`src/rtl/irqu_pkg.sv`:
```
package irqu_pkg;
    localparam int BYTE_W = 8;
    localparam int N_SRC  = 3;

    // source vector bit positions, ordered as in the status byte
    localparam int S_PER = 2;
    localparam int S_ALM = 1;
    localparam int S_UPD = 0;

    // control byte bit positions
    localparam int C_SET  = 7;
    localparam int C_PIE  = 6;
    localparam int C_AIE  = 5;
    localparam int C_UIE  = 4;
    localparam int C_SQWE = 3;

    typedef logic [N_SRC-1:0] src_vec_t;

    typedef enum logic [0:0] {
        RD_IDLE = 1'b0,
        RD_HELD = 1'b1
    } rd_state_t;
endpackage

```
`src/rtl/irqu_alarm_cmp.sv`:
```
module irqu_alarm_cmp #(
    parameter int FIELD_W  = 8,
    parameter int N_FIELDS = 3
) (
    input  logic [N_FIELDS*FIELD_W-1:0] cur_flat,
    input  logic [N_FIELDS*FIELD_W-1:0] alm_flat,
    output logic                        match
);
    localparam int WILD_HI = FIELD_W - 1;

    logic [N_FIELDS-1:0] hit;

    generate
        for (genvar g = 0; g < N_FIELDS; g++) begin : g_fld
            logic [FIELD_W-1:0] cur_b;
            logic [FIELD_W-1:0] alm_b;
            logic               wild;
            assign cur_b  = cur_flat[g*FIELD_W +: FIELD_W];
            assign alm_b  = alm_flat[g*FIELD_W +: FIELD_W];
            assign wild   = alm_b[WILD_HI] & alm_b[WILD_HI-1];
            assign hit[g] = wild | (alm_b == cur_b);
        end
    endgenerate

    assign match = &hit;
endmodule

```
`src/rtl/irqu_ctrl_reg.sv`:
```
module irqu_ctrl_reg
    import irqu_pkg::*;
#(
    parameter int W = BYTE_W
) (
    input  logic         clk,
    input  logic         rst_n,
    input  logic         we,
    input  logic [W-1:0] wdata,
    output logic [W-1:0] ctrl_q,
    output src_vec_t     enables
);
    logic [W-1:0] ctrl_d;

    always_comb begin
        ctrl_d = ctrl_q;
        if (we) begin
            ctrl_d = wdata;
            if (wdata[C_SET]) begin
                ctrl_d[C_UIE] = 1'b0;
            end
        end
    end

    always_ff @(posedge clk) begin
        if (!rst_n) begin
            ctrl_q <= '0;
        end else begin
            ctrl_q <= ctrl_d;
        end
    end

    always_comb begin
        enables        = '0;
        enables[S_PER] = ctrl_q[C_PIE];
        enables[S_ALM] = ctrl_q[C_AIE];
        enables[S_UPD] = ctrl_q[C_UIE];
    end
endmodule

```
`src/rtl/irqu_flag_fsm.sv`:
```
module irqu_flag_fsm
    import irqu_pkg::*;
#(
    parameter int W = BYTE_W
) (
    input  logic         clk,
    input  logic         rst_n,
    input  logic         rd,
    input  src_vec_t     ev,
    input  src_vec_t     en,
    output logic [W-1:0] stat_byte,
    output logic         irq_req,
    output logic         held,
    output src_vec_t     flags,
    output src_vec_t     pend
);
    localparam int PAD_W = W - 1 - N_SRC;

    rd_state_t    state_q, state_d;
    src_vec_t     flags_q, flags_d;
    src_vec_t     pend_q,  pend_d;
    logic [W-1:0] snap_q,  snap_d;
    logic         irqf_live;
    logic [W-1:0] live_byte;

    assign irqf_live = |(flags_q & en);
    assign live_byte = {irqf_live, flags_q, {PAD_W{1'b0}}};

    // next-state and data path
    always_comb begin
        state_d = state_q;
        flags_d = flags_q;
        pend_d  = pend_q;
        snap_d  = snap_q;
        unique case (state_q)
            RD_IDLE: begin
                if (rd) begin
                    state_d = RD_HELD;
                    snap_d  = live_byte;
                    pend_d  = ev;
                end else begin
                    flags_d = flags_q | ev;
                end
            end
            RD_HELD: begin
                if (rd) begin
                    pend_d = pend_q | ev;
                end else begin
                    state_d = RD_IDLE;
                    flags_d = pend_q | ev;
                    pend_d  = '0;
                end
            end
            default: begin
                state_d = RD_IDLE;
            end
        endcase
    end

    // state register
    always_ff @(posedge clk) begin
        if (!rst_n) begin
            state_q <= RD_IDLE;
        end else begin
            state_q <= state_d;
        end
    end

    // data registers
    always_ff @(posedge clk) begin
        if (!rst_n) begin
            flags_q <= '0;
            pend_q  <= '0;
            snap_q  <= '0;
        end else begin
            flags_q <= flags_d;
            pend_q  <= pend_d;
            snap_q  <= snap_d;
        end
    end

    // outputs
    always_comb begin
        unique case (state_q)
            RD_HELD: stat_byte = snap_q;
            default: stat_byte = live_byte;
        endcase
        irq_req = irqf_live;
        held    = (state_q == RD_HELD);
        flags   = flags_q;
        pend    = pend_q;
    end
endmodule

```
`src/rtl/irq_status_unit.sv`:
```
module irq_status_unit
    import irqu_pkg::*;
(
    input  logic        clk,
    input  logic        rst_n,
    input  logic        ctrl_we,
    input  logic [7:0]  ctrl_wdata,
    output logic [7:0]  ctrl_rdata,
    input  logic        stat_rd,
    output logic [7:0]  stat_rdata,
    input  logic        per_evt,
    input  logic        upd_evt,
    input  logic [7:0]  cur_hr,
    input  logic [7:0]  cur_min,
    input  logic [7:0]  cur_sec,
    input  logic [7:0]  alm_hr,
    input  logic [7:0]  alm_min,
    input  logic [7:0]  alm_sec,
    output logic        irq_oe,
    output logic        alarm_evt
);
    localparam int N_FIELDS = 3;

    logic     match;
    src_vec_t enables;
    src_vec_t events;
    logic     held;
    src_vec_t flags;
    src_vec_t pend;

    irqu_alarm_cmp #(
        .FIELD_W  (BYTE_W),
        .N_FIELDS (N_FIELDS)
    ) u_cmp (
        .cur_flat ({cur_hr, cur_min, cur_sec}),
        .alm_flat ({alm_hr, alm_min, alm_sec}),
        .match    (match)
    );

    irqu_ctrl_reg #(.W(BYTE_W)) u_ctrl (
        .clk     (clk),
        .rst_n   (rst_n),
        .we      (ctrl_we),
        .wdata   (ctrl_wdata),
        .ctrl_q  (ctrl_rdata),
        .enables (enables)
    );

    assign alarm_evt = upd_evt & match;

    always_comb begin
        events        = '0;
        events[S_PER] = per_evt;
        events[S_ALM] = alarm_evt;
        events[S_UPD] = upd_evt;
    end

    irqu_flag_fsm #(.W(BYTE_W)) u_flags (
        .clk       (clk),
        .rst_n     (rst_n),
        .rd        (stat_rd),
        .ev        (events),
        .en        (enables),
        .stat_byte (stat_rdata),
        .irq_req   (irq_oe),
        .held      (held),
        .flags     (flags),
        .pend      (pend)
    );
endmodule

```
`config.mk`:
```
export PLATFORM = sky130hd
export DESIGN_NAME = irq_status_unit
export DESIGN_NICKNAME = d
export VERILOG_FILES = /design/src/rtl/irqu_pkg.sv /design/src/rtl/irqu_alarm_cmp.sv /design/src/rtl/irqu_ctrl_reg.sv /design/src/rtl/irqu_flag_fsm.sv /design/src/rtl/irq_status_unit.sv
export SDC_FILE = /design/constraint.sdc
export NUM_CORES = 1
export LEC_CHECK = 0
export ABC_AREA = 1
export BUFFER_PORTS_ARGS = -buffer_cell sky130_fd_sc_hd__buf_2
export CAP_MARGIN = 15
export CORE_ASPECT_RATIO = 1.5
export CORE_UTILIZATION = 41
export DETAILED_ROUTE_END_ITERATION = 8
export GPL_TIMING_DRIVEN = 0
export PLACE_DENSITY = 0.79
export SLEW_MARGIN = 30
export SYNTH_ARGS = -nofsm -noshare
export SYNTH_HDL_FRONTEND = slang
export SYNTH_SLANG_ARGS = --single-unit
```
`constraint.sdc`:
```
create_clock -name clk -period 1.2 [get_ports clk]
set_input_delay 0.24 -clock clk [delete_from_list [all_inputs] [get_ports clk]]
set_output_delay 0.24 -clock clk [all_outputs]
set_load 0.02 [all_outputs]
```
==> qor.yml <==
run_status:
  outcome: "finished, violations left"
  violations: "negative setup slack"
yosys:
  syn_avg_cell_area_um2: 6.36
  yosys_warnings: 0
  ys_seq_area_share_pct: 32.2
  synth.distinct_cells: 21
  syn_inst: 186
  syn_area_um2: 1180
  ys_ff_latch: 19
routing:
  ant_nets: 0
  dr.pass1.iters: 4
  routed_via_density: 4.94
  drc: 0
  dr.first_iter.drc_count: 16
  wl_um: 4000
  wl_met2_um: 2300
  vias: 1530
  wl_met3_um: 304
  wire_per_inst_um: 12.9
  wl_met1_um: 1230
  highest_layer: "met4"
worst_hold_path:
  hp-class: "in2reg"
  hold_depth: 3
  worst_hold_path.endpoint: "u_ctrl.ctrl_q[6]"
  min_from: "ctrl_wdata[6]"
critical_path:
  critPathBufInv: 2
  r2r-start: "u_flags.held"
  critPathMaxStageDelay_ns: 0.19
  crit_chain: "buf_2 > xnor2_1 > nand2_1 > nor2_1 > nand2_1 > nand2_2 > nand2_2 > nor2_4 > buf_6"
  cp_top_family: "simple AND/OR/NAND/NOR gates"
  ff2ff_setup_slack_ns: 0.02
  critPathLaunchType: "input port"
  slowest_stage: "xnor2_1"
  crit_fanout: 2
  crit_type: "in2out"
  crit_path_end_kind: "output pin"
  rr_endpoint: "u_flags.pend[1]"
  required_ns: 0.96
  reg2regPathDepth: 4
  arrival_ns: 1.23
timing:
  setup_violations: 7
  fmax_mhz: 678
  hold_viol: 0
  drv_slew: 0
  layout_setup_ws_ns: -0.275
  fin_hold_ws_ns: 0.203
  min_period_ns: 1.47
  skew_ns: 0.00314
  rsz0062_at_grt: "yes"
  fin_crit_sh_pct: 123
cts:
  cts-root-buf: "clkbuf_8"
  cts_buffer_depth: 2
  clock_latency_ns: 0.26
  cts_max_level: 1
  cts.sinks: 19
  clk_pin_slew_ns: 0.07
  cts_buffers: 3
  cts_tree: "built"
place:
  place_hpwl_um: 2340
  post-place-cells: 299
  gp_congestion: 0.745
  io_buffers: 73
power_and_ir_drop:
  irDropWorstVdd_v: 0.000538
  leakage_nw: 1.09
  power.total_mw: 1.70
  pwr_density_cell_nw_per_um2: 831
grt:
  grt.total_usage_pct: 22.2
  grt_max_degree: 11
  grt_pass1_vias: 1298
  antenna_found_initial: 0
  grt-ovfl-total: 0
  grt_pass1_wl_um: 4970
cells_and_area:
  instances_no_fill: 310
  fin_util_pct: 75.5
  area_growth_pct: 72.8
  drive_gt1_share_pct: 50.2
  fillCellCount: 214
  multi_input_area_um2: 870
  nNetsFinal: 336
  regArea_um2: 389
  n_antenna_cell: 0
die:
  pin_count: 80
  initial_utilization_pct: 43.7
  fp.dieW_um: 45.8
  die_h_um: 67.8
  core.rowCount: 23
  die_area_um2: 3110
  core_area_um2: 2710
flow_run:
  drv_cap: 0
## tightest hold or removal path: cells and delay by family
kind / cells / cell delay, ns
and+or+nand+nor: 2 / 0.11
buffers and inverters: 1 / 0.07
## cell usage in the layout (no fill, tap or decap), drive strengths merged
cell type and count:
nand3 2, nand2 71, inv 21, buf 86
and3 1, nor2 21, a21boi 1, dfxtp 19
o21ai 12, clkbuf 5, xnor2 18, a21oi 9
conb 4, a22o 2, nor3 1
## power by group
| group | total (mW) | switching [mW] | internal [mW] |
|---|---|---|---|
| logic | 0.561 | 0.277 | 0.284 |
| registers | 0.684 | 0.0176 | 0.666 |
| clock network | 0.452 | 0.216 | 0.237 |
| total | 1.70 | 0.511 | 1.19 |
## through the flow
step	TNS (ns)	setup slack [ns]	cell area (um2)
6_report	-0.635	-0.275	2040
5_1_grt	-0.964	-0.362	2040
4_1_cts	-0.451	-0.128	1890
3_5_place_dp	-0.250	-0.192	1610
3_3_place_gp	-0.178	-0.162	1610
2_1_floorplan	0	0.0265	1200
## registers in the layout (all words and copies together) (netlist names)
name and cells:
u_flags.flags 3, u_ctrl.ctrl_q 8, u_flags.snap_q 4, u_flags.held 1, u_flags.pend 3
## how the worst max path moves through the flow
| stage | from | end | depth (start not counted) |
|---|---|---|---|
| 2_1_floorplan | u_ctrl.ctrl_q[4] | stat_rdata[7] | 3 |
| 3_3_place_gp | cur_min[4] | alarm_evt | 9 |
| 3_5_place_dp | alm_hr[6] | alarm_evt | 9 |
| 4_1_cts | alm_sec[2] | alarm_evt | 9 |
| 5_1_grt | alm_min[6] | alarm_evt | 9 |
| 6_report | cur_min[7] | alarm_evt | 9 |
## area by class of cell
class                      count  area share, %
clock buffer                   4           2.20
sequential                    19           19.0
inverter                      21           4.23
buffer                         7           2.45
tap                           37           2.27
timing repair buffer          80           27.3
multi-input combinational    142           42.6
## metal layers
metal	up-vias	global-route usage (%)
met5	-	0
met4	0	14.3
met3	23	4.55
met2	92	43.0
met1	683	19.2
li1	732	-
## kinds of logic after synthesis
logic type,after synthesis,synth area share [%]
AND/OR/NAND/NOR,96,32.5
buffers and inverters,28,10.4
AO/OA/AOI/OAI,24,11.3
flip-flops,19,32.2
XOR/XNOR,18,13.3
other,1,0.317
## cell usage after synthesis
cell	number	area share [%]
nor2_1	19	6.0
nand2_1	70	22
clkbuf_1	1	0.32
nor2_4	1	0.95
a21boi_0	1	0.64
o21ai_1	1	0.42
buf_4	4	2.5
dfxtp_1	19	32
a21oi_2	1	0.74
and3_1	1	0.53
nor3_2	1	0.85
conb_1	1	0.32
nand2_2	1	0.53
a22o_1	2	1.5
xnor2_1	18	13
inv_1	21	6.7
buf_2	2	0.85
o21ai_0	11	4.7
a21oi_1	8	3.4
nand3_1	2	0.85
nor2_2	1	0.53
## timing repair
action,in CTS,in global routing
hold buffers,0,0
setup endpoints to repair,7,7
buffers inserted,5,1
gates cloned,1,0
gates resized for setup,51,29
pin swaps,22,29
Power figures use the tool's default switching activity.
